<file path="config.mk">
export PLATFORM = sky130hd
export DESIGN_NAME = rtc_bcd_clock
export DESIGN_NICKNAME = d
export VERILOG_FILES = /design/src/rtl/rtc_pkg.sv /design/src/rtl/rtc_prescaler.sv /design/src/rtl/rtc_chain_next.sv /design/src/rtl/rtc_bcd_clock.sv
export SDC_FILE = /design/constraint.sdc
export NUM_CORES = 1
export LEC_CHECK = 0
export ABC_AREA = 1
export CORE_UTILIZATION = 50
export CTS_BUF_LIST = sky130_fd_sc_hd__clkbuf_8
export DETAILED_ROUTE_END_ITERATION = 7
export PLACE_DENSITY = 0.68
export SYNTH_ARGS = -nofsm -noshare
export SYNTH_HDL_FRONTEND = slang
export SYNTH_SLANG_ARGS = --single-unit
</file>
<file path="constraint.sdc">
create_clock -name clk_i -period 7.5 [get_ports clk_i]
set_input_delay 1.5 -clock clk_i [delete_from_list [all_inputs] [get_ports clk_i]]
set_output_delay 1.5 -clock clk_i [all_outputs]
set_load 0.03 [all_outputs]
</file>
<file path="src/rtl/rtc_pkg.sv">
package rtc_pkg;

  typedef struct packed {
    logic [3:0] y10;
    logic [3:0] y1;
    logic       mo10;
    logic [3:0] mo1;
    logic [1:0] d10;
    logic [3:0] d1;
    logic [2:0] wk;
    logic       pm;
    logic [1:0] h10;
    logic [3:0] h1;
    logic [2:0] mi10;
    logic [3:0] mi1;
    logic [2:0] s10;
    logic [3:0] s1;
  } rtc_time_t;

  function automatic logic [7:0] bcd2bin(input logic [3:0] t, input logic [3:0] u);
    return 8'(t) * 8'd10 + 8'(u);
  endfunction

  function automatic logic [7:0] month_days(input logic [7:0] m, input logic leap);
    case (m)
      8'd2:                     return leap ? 8'd29 : 8'd28;
      8'd4, 8'd6, 8'd9, 8'd11:  return 8'd30;
      default:                  return 8'd31;
    endcase
  endfunction

endpackage

</file>
<file path="src/rtl/rtc_prescaler.sv">
module rtc_prescaler #(
  parameter int DIV_BITS = 15,
  parameter int PRE_BITS = 2,
  parameter int TEST_TAP = 3
) (
  input  logic clk_i,
  input  logic rst_ni,
  input  logic osc_en_i,
  input  logic stop_i,
  input  logic clr_sub_i,
  input  logic test_i,
  output logic tick_o
);
  localparam int UP_BITS = DIV_BITS - PRE_BITS;

  logic [PRE_BITS-1:0] pre_q;
  logic [UP_BITS-1:0]  up_q;
  logic [DIV_BITS-1:0] div;
  logic clr, run_up, pre_wrap;

  assign div      = {up_q, pre_q};
  assign clr      = clr_sub_i & ~test_i;
  assign run_up   = ~stop_i | test_i;
  assign pre_wrap = &pre_q;

  always_ff @(posedge clk_i or negedge rst_ni) begin
    if (!rst_ni) begin
      pre_q <= '0;
      up_q  <= '0;
    end else if (clr) begin
      pre_q <= '0;
      up_q  <= '0;
    end else if (osc_en_i) begin
      pre_q <= pre_q + 1'b1;
      if (pre_wrap && run_up) up_q <= up_q + 1'b1;
    end
  end

  always_comb begin
    if (test_i) tick_o = osc_en_i & (&div[TEST_TAP-1:0]);
    else        tick_o = osc_en_i & pre_wrap & run_up & (&up_q) & ~clr;
  end

  a_r10_rest_clears_div: assert property (@(posedge clk_i) disable iff (!rst_ni)
    clr_sub_i && !test_i |=> (pre_q == '0 && up_q == '0));

  a_r10_stop_holds_upper: assert property (@(posedge clk_i) disable iff (!rst_ni)
    stop_i && !test_i && !clr_sub_i |=> $stable(up_q));

endmodule

</file>
<file path="src/rtl/rtc_chain_next.sv">
module rtc_chain_next
  import rtc_pkg::*;
(
  input  rtc_time_t cur_i,
  input  logic      mode24_i,
  input  logic      step_i,
  input  logic      adj_i,
  output rtc_time_t nxt_o
);
  logic c_min, c_hr, c_day, c_mon, c_yr;
  logic [7:0] hb, db, mb, yb, dim;

  always_comb begin
    nxt_o = cur_i;
    nxt_o.pm = cur_i.pm & ~mode24_i;
    c_min = 1'b0; c_hr = 1'b0; c_day = 1'b0; c_mon = 1'b0; c_yr = 1'b0;
    hb  = bcd2bin({2'b0, cur_i.h10}, cur_i.h1);
    db  = bcd2bin({2'b0, cur_i.d10}, cur_i.d1);
    mb  = bcd2bin({3'b0, cur_i.mo10}, cur_i.mo1);
    yb  = bcd2bin(cur_i.y10, cur_i.y1);
    dim = month_days(mb, yb[1:0] == 2'd0);

    // seconds: adjust rounds to nearest minute, else one-second step
    if (adj_i) begin
      c_min = (cur_i.s10 >= 3'd3);
      nxt_o.s1 = 4'd0; nxt_o.s10 = 3'd0;
    end else if (step_i) begin
      if (cur_i.s1 >= 4'd9) begin
        nxt_o.s1 = 4'd0;
        if (cur_i.s10 >= 3'd5) begin nxt_o.s10 = 3'd0; c_min = 1'b1; end
        else nxt_o.s10 = cur_i.s10 + 3'd1;
      end else nxt_o.s1 = cur_i.s1 + 4'd1;
    end

    if (c_min) begin
      if (cur_i.mi1 >= 4'd9) begin
        nxt_o.mi1 = 4'd0;
        if (cur_i.mi10 >= 3'd5) begin nxt_o.mi10 = 3'd0; c_hr = 1'b1; end
        else nxt_o.mi10 = cur_i.mi10 + 3'd1;
      end else nxt_o.mi1 = cur_i.mi1 + 4'd1;
    end

    if (c_hr) begin
      if (mode24_i && hb >= 8'd23) begin
        nxt_o.h10 = 2'd0; nxt_o.h1 = 4'd0; c_day = 1'b1;
      end else if (!mode24_i && hb == 8'd11) begin
        nxt_o.h10 = 2'd1; nxt_o.h1 = 4'd2;
        nxt_o.pm  = ~cur_i.pm;
        c_day     = cur_i.pm;
      end else if (!mode24_i && hb >= 8'd12) begin
        nxt_o.h10 = 2'd0; nxt_o.h1 = 4'd1;
      end else if (cur_i.h1 >= 4'd9) begin
        nxt_o.h10 = cur_i.h10 + 2'd1; nxt_o.h1 = 4'd0;
      end else nxt_o.h1 = cur_i.h1 + 4'd1;
    end

    if (c_day) begin
      nxt_o.wk = (cur_i.wk >= 3'd6) ? 3'd0 : cur_i.wk + 3'd1;
      // invalid days roll forward here, not at write time
      if (db >= dim) begin
        nxt_o.d10 = 2'd0; nxt_o.d1 = 4'd1; c_mon = 1'b1;
      end else if (cur_i.d1 >= 4'd9) begin
        nxt_o.d10 = cur_i.d10 + 2'd1; nxt_o.d1 = 4'd0;
      end else nxt_o.d1 = cur_i.d1 + 4'd1;
    end

    if (c_mon) begin
      if (mb >= 8'd12) begin
        nxt_o.mo10 = 1'b0; nxt_o.mo1 = 4'd1; c_yr = 1'b1;
      end else if (cur_i.mo1 >= 4'd9) begin
        nxt_o.mo10 = 1'b1; nxt_o.mo1 = 4'd0;
      end else nxt_o.mo1 = cur_i.mo1 + 4'd1;
    end

    if (c_yr) begin
      if (yb >= 8'd99) begin
        nxt_o.y10 = 4'd0; nxt_o.y1 = 4'd0;
      end else if (cur_i.y1 >= 4'd9) begin
        nxt_o.y10 = cur_i.y10 + 4'd1; nxt_o.y1 = 4'd0;
      end else nxt_o.y1 = cur_i.y1 + 4'd1;
    end
  end

endmodule

</file>
<file path="src/rtl/rtc_bcd_clock.sv">
module rtc_bcd_clock
  import rtc_pkg::*;
#(
  parameter int DIV_BITS = 15,
  parameter int PRE_BITS = 2,
  parameter int TEST_TAP = 3,
  parameter int ADJ_OSC  = 4
) (
  input  logic       clk_i,
  input  logic       rst_ni,
  input  logic       osc_en_i,
  input  logic       hold_i,
  input  logic       stop_i,
  input  logic       clr_sub_i,
  input  logic       test_i,
  input  logic       mode24_i,
  input  logic       adj_i,
  input  logic       wr_en_i,
  input  logic [3:0] wr_sel_i,
  input  logic [3:0] wr_data_i,
  input  logic [3:0] rd_sel_i,
  output logic [3:0] rd_data_o,
  output logic       busy_o
);
  localparam int ADJ_W = $clog2(ADJ_OSC + 1);

  rtc_time_t        time_q, time_nxt, time_d;
  logic             tick, step, pend_q, adj_act_q, adj_apply;
  logic [ADJ_W-1:0] adj_cnt_q;

  rtc_prescaler #(
    .DIV_BITS(DIV_BITS), .PRE_BITS(PRE_BITS), .TEST_TAP(TEST_TAP)
  ) u_pre (
    .clk_i, .rst_ni, .osc_en_i, .stop_i, .clr_sub_i, .test_i, .tick_o(tick)
  );

  assign adj_apply = adj_act_q & osc_en_i & (adj_cnt_q == ADJ_W'(ADJ_OSC - 1));
  assign step      = (tick | pend_q) & ~hold_i & ~adj_apply;
  assign busy_o    = pend_q | adj_act_q;

  rtc_chain_next u_chain (
    .cur_i(time_q), .mode24_i, .step_i(step), .adj_i(adj_apply), .nxt_o(time_nxt)
  );

  // host write overrides the counted value of the addressed digit
  always_comb begin
    time_d = time_nxt;
    if (wr_en_i) begin
      case (wr_sel_i)
        4'd0:  time_d.y10  = wr_data_i;
        4'd1:  time_d.y1   = wr_data_i;
        4'd2:  time_d.mo10 = wr_data_i[0];
        4'd3:  time_d.mo1  = wr_data_i;
        4'd4:  time_d.d10  = wr_data_i[1:0];
        4'd5:  time_d.d1   = wr_data_i;
        4'd6:  time_d.wk   = wr_data_i[2:0];
        4'd7:  begin
          time_d.pm  = wr_data_i[2] & ~mode24_i;
          time_d.h10 = wr_data_i[1:0];
        end
        4'd8:  time_d.h1   = wr_data_i;
        4'd9:  time_d.mi10 = wr_data_i[2:0];
        4'd10: time_d.mi1  = wr_data_i;
        4'd11: time_d.s10  = wr_data_i[2:0];
        4'd12: time_d.s1   = wr_data_i;
        default: ;
      endcase
    end
  end

  always_comb begin
    case (rd_sel_i)
      4'd0:    rd_data_o = time_q.y10;
      4'd1:    rd_data_o = time_q.y1;
      4'd2:    rd_data_o = {3'b0, time_q.mo10};
      4'd3:    rd_data_o = time_q.mo1;
      4'd4:    rd_data_o = {2'b0, time_q.d10};
      4'd5:    rd_data_o = time_q.d1;
      4'd6:    rd_data_o = {1'b0, time_q.wk};
      4'd7:    rd_data_o = {1'b0, time_q.pm & ~mode24_i, time_q.h10};
      4'd8:    rd_data_o = time_q.h1;
      4'd9:    rd_data_o = {1'b0, time_q.mi10};
      4'd10:   rd_data_o = time_q.mi1;
      4'd11:   rd_data_o = {1'b0, time_q.s10};
      4'd12:   rd_data_o = time_q.s1;
      default: rd_data_o = 4'd0;
    endcase
  end

  always_ff @(posedge clk_i or negedge rst_ni) begin
    if (!rst_ni) begin
      time_q     <= '0;
      time_q.d1  <= 4'd1;
      time_q.mo1 <= 4'd1;
      pend_q     <= 1'b0;
      adj_act_q  <= 1'b0;
      adj_cnt_q  <= '0;
    end else begin
      time_q <= time_d;
      pend_q <= step ? 1'b0 : (pend_q | tick);
      if (adj_i && !adj_act_q) begin
        adj_act_q <= 1'b1;
        adj_cnt_q <= '0;
      end else if (adj_apply) begin
        adj_act_q <= 1'b0;
        adj_cnt_q <= '0;
      end else if (adj_act_q && osc_en_i) begin
        adj_cnt_q <= adj_cnt_q + 1'b1;
      end
    end
  end

  a_r8_hold_freezes_time: assert property (@(posedge clk_i) disable iff (!rst_ni)
    hold_i && !wr_en_i && !adj_apply && !time_q.pm |=> $stable(time_q));

  a_r8_busy_while_deferred: assert property (@(posedge clk_i) disable iff (!rst_ni)
    hold_i && tick |=> busy_o);

  a_r9_busy_on_adjust: assert property (@(posedge clk_i) disable iff (!rst_ni)
    adj_i |=> busy_o);

  a_r9_adjust_zeroes_sec: assert property (@(posedge clk_i) disable iff (!rst_ni)
    adj_apply && !wr_en_i |=> (time_q.s1 == 4'd0 && time_q.s10 == 3'd0));

endmodule

</file>
==> results.cfg, run 1 <==
[logic_synthesis]
synth_top_flop_cell = dfrtp_1
async_flop_share = 1.00
syn-mean-instance-area_um2 = 7.04
yosysSeqAreaShare = 0.291
ys_ff_latch = 63
ys_warn_count = 0
netlist_instances = 770
synth_edf_count = 0
syn_area_um2 = 5420
syn_nets = 843
yosysUniqueCellTypes = 50

[power]
pwr-share-seq = 0.299
total_leakage_power_nw = 3.04
peakVddDrop_mv = 0.212
switchingPower_uw = 892
clockPowerShare = 0.170
power_mw = 1.87
power_density_nw_per_um2 = 312
p_sw_frac = 0.476
p_int_uw = 981
pwr-share-comb = 0.531

[worst_hold_path]
holdPathStages = 2
hp-class = flip-flop to flip-flop

[sta]
relSlewSlack = 0.403
hold_viol = 0
period_needed_ps = 5090
tightest_slew_ps = 887
whs_ps = 515
setup_viol = 0
drv_slew = 0
period_share = 0.679
finalSetupTns_ps = 0
worst_slack_ps = 2410
fmaxAchievable_ghz = 0.196
rsz0062_at_grt = no
clock_skew_ps = 7.75

[final_layout]
multiInputGateArea_um2 = 3280
finalNetCount = 874
final_area_um2 = 6010
drive_gt1_frac = 0.0620
area_growth_pct = 10.8
ff_latch_area_um2 = 1580
diodes = 0
final_common_cell = nand2_1
final_cell_mix = 151 x nand2_1, 131 x inv_1, 79 x nor2_1, 61 x nand3_1, 61 x dfrtp_1
n_fill_cell = 1040

[floorplanning]
io_pins = 27
die_x_um = 106
start_util = 0.520
die_area_um2 = 11300
core-area_um2 = 10400
rows = 37
fp.dieH_um = 106

[grt]
grt_pass1_vias = 4785
grt_use_total = 0.259
grt_pass1_wl_um = 22800
grt_start_max_net_pins = 64
grt_overflow = 0
grt_antenna_before_repair = 0

[clock_network]
root_buffer = clkbuf_8
clockBufferDepth = 2
cts.sinks = 63
cts_tree = built
numCtsBuffers = 9
cts_setup_buffers = 0
cts_resized = 0
holdBufCountCts = 0
h-tree-depth = 3
clk_pin_slew_worst_paths_ps = 70
clk_latency_ps = 360

[worst_setup_path]
worstPathArrival_ps = 3590
critPathRequiredTime_ps = 6000
end_kind = output pin
reg2regPathDepth = 22
cp-start-kind = primary input
crit_path_max_fanout = 5
critPathKind = primary input to output pin

[place]
placed_area_um2 = 5800
routabilityCongestion = 0.913
pre_cts_slack_ps = 2440
hpwl_um = 10700
numPortBuffers = 26

[job]
drv_cap = 0

[status]
violations = DRC
status = complete, but fails checks

[routing]
dr.pass1.iters = 8
vias_per_cell = 5.49
drc = 1
drt_iter0_markers = 284
postRouteAntennaNets = 0
wl_per_cell_um = 14.7
via_count = 5168
routed_wl_um = 13800
-- registers in the layout (all words and copies together) (netlist names) --
| name | count |
|---|---|
| adj_act_q | 1 |
| u_pre.up_q | 13 |
| adj_cnt_q | 3 |
| pend_q | 1 |
| u_pre.pre_q | 2 |
| time_q | 43 |
-- area by class of cell --
type / count / area share
Tap cell: 136 / 0.0283
Clock buffer: 12 / 0.0275
Inverter: 135 / 0.0843
Timing Repair Buffer: 27 / 0.0437
Clock inverter: 4 / 0.00729
Sequential cell: 63 / 0.263
Multi-Input combinational cell: 565 / 0.546
-- metal layers --
metal | track usage | vias up | wire length, um
li1 | - | 2614 | -
met1 | 0.320 | 2400 | 6220
met2 | 0.436 | 125 | 6550
met3 | 0.0589 | 29 | 684
met4 | 0.102 | 0 | 343
met5 | 0 | - | 0
-- worst max-delay path: stages --
cell and delay [ps]:
clkdlybuf4s50_1 510, inv_1 70, nor2_1 250, nand2_1 180, o22ai_1 220, nor3_1 80, o2111ai_1 80, clkdlybuf4s50_1 700
-- power by group through the flow --
stage	registers (mW)	clock network [mW]	logic [mW]
2_1_floorplan	0.523	0	0.771
3_3_place_gp	0.562	0	0.963
3_5_place_dp	0.565	0	0.991
4_1_cts	0.559	0.325	0.996
5_1_grt	0.576	0.340	1.14
6_report	0.560	0.319	0.994
-- final timing paths --
kind / from / endpoint / slack (ps)
worst min-delay path: u_pre.up_q[12] / u_pre.up_q[12] / 520
min in group asynchronous: rst_ni / u_pre.up_q[0] / 1310
worst max-delay path: rd_sel_i[3] / rd_data_o[1] / 2410
worst max register to register: time_q[31] / time_q[34] / 3940
max in group asynchronous: rst_ni / time_q[10] / 5650
worst min register to register: u_pre.up_q[12] / u_pre.up_q[12] / 520
-- per-stage QoR --
step           std cells  utilization
2_1_floorplan        770            -
3_3_place_gp         926        0.557
3_5_place_dp         926        0.557
4_1_cts              942        0.577
5_1_grt              942        0.577
6_report             942        0.577
-- cell usage after synthesis, types with 7 or more instances --
cell type  count  area [um2]
dfrtp_1       61        1530
o21ai_1        8        40.0
xor2_1        13         114
a21oi_1       31         155
nand2_1      151         567
nand3_1       61         305
o21ai_0       52         260
nand4_1       11        68.8
o22ai_1       24         150
inv_1        130         488
ha_1          47         588
nand2_2        7        43.8
nor2_1        79         297
nor3_1        20         100
-- kinds of logic after synthesis --
kind of cell,share of synthesized area
compound gates,0.154
xor+xnor,0.0259
fa+ha+maj,0.123
buf+inv,0.103
flops,0.291
mux,0.00208
simple gates,0.300
No activity file was read; power rests on OpenSTA's default activity.
==> run 2, diff against run 1 <==
==> constraint.sdc (replaced) <==
create_clock -name clk_i -period 4.7 [get_ports clk_i]
set_input_delay 0.94 -clock clk_i [delete_from_list [all_inputs] [get_ports clk_i]]
set_output_delay 0.94 -clock clk_i [all_outputs]
set_load 0.03 [all_outputs]
==> run 2 against run 1 <==
The flow now finishes without violations. Sequential power up 60%. Flip-flop and latch count unchanged. Critical path depth is the same. Combinational power increased by 60%. Non-clock buffer count unchanged. Die area unchanged. First-iteration DRC count is 49% higher. Largest power group unchanged.
==> results.cfg, run 2 (synthesized netlist as in run 1, its figures left out) <==
[routing]
drc = 0
vias_per_cell = 5.51
postRouteAntennaNets = 0
dr.pass1.iters = 5
via_count = 5194
drt_iter0_markers = 424
routed_wl_um = 13600
wl_per_cell_um = 14.5

[worst_setup_path]
reg2reg_from = time_q[31]
critPathKind = primary input to output pin
cpPeakStageDelay_ps = 700
cp-start-kind = primary input
end_kind = output pin
critPathLaunch = rd_sel_i[3]
critPathRequiredTime_ps = 3760
reg2reg_to = time_q[34]
reg2regPathDepth = 22
worstPathCellList = clkdlybuf4s50_1 > inv_1 > nor2_1 > nand2_1 > o22ai_1 > nor2_1 > nand3_1 > clkdlybuf4s50_1
cp-endpoint = rd_data_o[2]
crit_path_max_fanout = 5
rrSetupSlack_ps = 1070
worstPathArrival_ps = 3040
critPathSlowestCell = clkdlybuf4s50_1

[clock_network]
cts_setup_buffers = 0
root_buffer = clkbuf_8
holdBufCountCts = 0
numCtsBuffers = 9
clockBufferDepth = 2
h-tree-depth = 3
cts_tree = built
cts_resized = 0
cts.sinks = 63
clk_pin_slew_worst_paths_ps = 60
clk_latency_ps = 360

[sta]
relSlewSlack = 0.454
tightest_slew_ps = 812
setup_viol = 0
hold_viol = 0
finalSetupTns_ps = 0
clock_skew_ps = 6.62
drv_slew = 0
fmaxAchievable_ghz = 0.251
rsz0062_at_grt = no
period_share = 0.848
period_needed_ps = 3980

[floorplanning]
start_util = 0.520
rows = 37
io_pins = 27
die_x_um = 106
die_area_um2 = 11300
fp.dieH_um = 106
core-area_um2 = 10400

[final_layout]
largest_register = time_q
largest_registers = time_q (43), u_pre.up_q (13), adj_cnt_q (3)
stdcell_count = 942
final_util = 0.577
largest_reg_flops = 43
finalNetCount = 874
final_common_cell = nand2_1
diodes = 0
final_cell_mix = 151 x nand2_1, 131 x inv_1, 79 x nor2_1, 61 x nand3_1, 61 x dfrtp_1
final_area_um2 = 6010
area_growth_pct = 10.9
drive_gt1_frac = 0.0620

[power]
p_sw_frac = 0.476
peakVddDrop_mv = 0.373
switchingPower_mw = 1.43
p_int_mw = 1.57
pwr-share-comb = 0.530
total_leakage_power_nw = 3.03
power_mw = 3.01
pwr-share-seq = 0.298
power_density_nw_per_um2 = 500
clockPowerShare = 0.172

[grt]
grt_use_total = 0.255
grt_overflow = 0
grt_pass1_vias = 4844
grt_pass1_wl_um = 22500
grt_antenna_before_repair = 0
grt_start_max_net_pins = 34

[place]
numPortBuffers = 26
placed_area_um2 = 5800
routabilityCongestion = 0.904
hpwl_um = 10800
placed_cells = 926

[status]
status = completed

[worst_hold_path]
hp-class = flip-flop to flip-flop

[job]
drv_cap = 0
run 2: critical path: cells and delay by family:
| kind | cells | cell delay, ps |
|---|---|---|
| buffers and inverters | 3 | 1270 |
| AOI/OAI and AO/OA | 1 | 190 |
| and+or+nand+nor | 4 | 630 |
run 2: cell type report:
class	instances	area, um2
flip-flops and latches	63	1580
multi-input cells	565	3280
well taps	136	170
repair buffers	27	263
clock inverters	7	88.8
clock buffers	9	124
fillers	986	4400
inverters	135	507
run 2: metal layers:
layer | global-route usage | up-vias | routed length, um
li1 | - | 2606 | -
met1 | 0.321 | 2450 | 6320
met2 | 0.425 | 113 | 6350
met3 | 0.0564 | 25 | 603
met4 | 0.0972 | 0 | 359
met5 | 0 | - | 0
run 2: metrics by stage:
| stage | worst slack (ps) | hold WS (ps) |
|---|---|---|
| after global placement | 782 | 494 |
| after detailed placement | 755 | 490 |
| after floorplan | 1760 | 468 |
| after CTS | 756 | 511 |
| after global routing | 590 | 545 |
| final | 715 | 504 |
run 2: worst min-delay path by stage:
stage,cells past startpoint,slack (ps),start,to
CTS,2,510,u_pre.up_q[12],u_pre.up_q[12]
global placement,2,490,u_pre.up_q[12],u_pre.up_q[12]
detailed placement,2,490,u_pre.up_q[12],u_pre.up_q[12]
floorplan,2,470,u_pre.up_q[12],u_pre.up_q[12]
finish,2,500,u_pre.up_q[12],u_pre.up_q[12]
global route,1,550,u_pre.up_q[6],u_pre.up_q[6]
run 2: power by group through the flow:
stage               Combinational, mW  Sequential (mW)  Clock [mW]
detailed placement               1.58            0.902           0
global placement                 1.53            0.898           0
floorplan                        1.23            0.835           0
CTS                              1.59            0.892       0.533
global route                     1.83            0.919       0.556
finish                           1.59            0.896       0.518
==> run 3, diff against run 2 <==
==> constraint.sdc (replaced) <==
create_clock -name clk_i -period 4 [get_ports clk_i]
set_input_delay 0.8 -clock clk_i [delete_from_list [all_inputs] [get_ports clk_i]]
set_output_delay 0.8 -clock clk_i [all_outputs]
set_load 0.03 [all_outputs]
==> run 3 against run 2 <==
Die area did not move. Global-route usage is 0.18 points higher. Power increased by 17%. Clock power is 13% higher. Count of clock-buffer cells in the layout increased by 1. Largest power group unchanged. Highest routed layer unchanged.
==> results.cfg, run 3 (synthesized netlist as in run 1, its figures left out) <==
[grt]
grt_use_total = 0.257
grt_pass1_wl_um = 22700
grt_start_max_net_pins = 34
grt_pass1_vias = 4730
grt_overflow = 0
grt_antenna_before_repair = 0

[clock_network]
cts_resized = 0
cts_tree = built
h-tree-depth = 3
cts_setup_buffers = 0
root_buffer = clkbuf_8
cts.sinks = 63
clk_latency_ps = 360
holdBufCountCts = 0
clk_pin_slew_worst_paths_ps = 80
numCtsBuffers = 9
clockBufferDepth = 2

[sta]
period_share = 0.927
tightest_slew_ps = 925
whs_ps = 477
setup_viol = 0
rsz0062_at_grt = no
worst_slack_ps = 294
hold_viol = 0
clock_skew_ps = 8.84
fmaxAchievable_ghz = 0.270
drv_slew = 0
relSlewSlack = 0.378
finalSetupTns_ps = 0
period_needed_ps = 3710

[final_layout]
final_cell_mix = 151 x nand2_1, 130 x inv_1, 79 x nor2_1, 61 x nand3_1, 61 x dfrtp_1
finalNetCount = 874
largest_reg_flops = 43
final_common_cell = nand2_1
stdcell_count = 942
largest_register = time_q
area_growth_pct = 10.8
largest_registers = time_q (43), u_pre.up_q (13), adj_cnt_q (3)
diodes = 0
drive_gt1_frac = 0.0633

[job]
drv_cap = 0

[floorplanning]
rows = 37
start_util = 0.520
die_area_um2 = 11300
io_pins = 27
fp.dieH_um = 106
core-area_um2 = 10400
die_x_um = 106

[power]
power_density_nw_per_um2 = 583
peakVddDrop_mv = 0.426
power_mw = 3.50
total_leakage_power_nw = 3.03

[place]
hpwl_um = 10900
placed_cells = 926
numPortBuffers = 26
pre_cts_slack_ps = 314
routabilityCongestion = 0.924

[routing]
drt_iter0_markers = 402
vias_per_cell = 5.52
dr.pass1.iters = 7
via_count = 5200
routed_wl_um = 13700
postRouteAntennaNets = 0
drc = 0
wl_per_cell_um = 14.5

[worst_setup_path]
critPathRequiredTime_ps = 3200
worstPathArrival_ps = 2910
critPathLaunch = rd_sel_i[3]
crit_path_max_fanout = 5
cp-start-kind = primary input
critPathKind = primary input to output pin
reg2reg_from = time_q[31]
end_kind = output pin

[worst_hold_path]
hp-class = primary input to async pin

[status]
status = completed
run 3: changes by cell type in the layout (fill, tap and decap cells not counted):
cell,before,now
bufinv_16,2,1
clkbuf_8,9,10
clkinv_2,2,1
clkinv_4,0,2
clkinvlp_4,2,1
inv_1,131,130
inv_6,0,1
run 3: worst max-delay path, stage by stage:
cell,delay (ps)
clkdlybuf4s50_1,500
inv_1,60
nor2_1,270
nand2_1,180
o22ai_1,210
nor3_1,80
o2111ai_1,90
clkdlybuf4s50_1,710
run 3: per-stage QoR:
stage	utilization	instance area (um2)
4_1_cts	0.577	6010
3_3_place_gp	0.557	5800
3_5_place_dp	0.557	5800
5_1_grt	0.577	6010
2_1_floorplan	-	5420
6_report	0.577	6010
run 3: area by class of cell:
class                      instances  area, um2
fill                             996       4410
clock buffer                      10        138
sequential                        63       1580
inverter                         135        507
tap                              136        170
multi-input combinational        565       3280
clock inverter                     6       68.8
timing repair buffer              27        263
run 3: layer usage:
layer  GRT usage  vias to the layer above  share of wire
met2       0.429                      144           0.48
met5           0                        -              0
li1            -                     2616              -
met4      0.0952                        0          0.023
met1       0.335                     2413           0.45
met3      0.0399                       27          0.054
run 3: path summary, 6_finish.rpt:
path                                       end  slack (ps)  depth (start not counted)
worst max-delay path              rd_data_o[1]         290                          8
worst min-delay path             u_pre.up_q[0]         480                          1
worst max register to register      time_q[34]         480                         22
worst min register to register  u_pre.up_q[12]         500                          2
max in group asynchronous           time_q[24]        2570                          2
min in group clk_i              u_pre.up_q[12]         500                          2
run 3: power by group:
part	internal (mW)	leakage (nW)	switching (mW)
clock	0.308	0.103	0.279
combinational	0.685	2.15	1.18
sequential	0.816	0.775	0.232
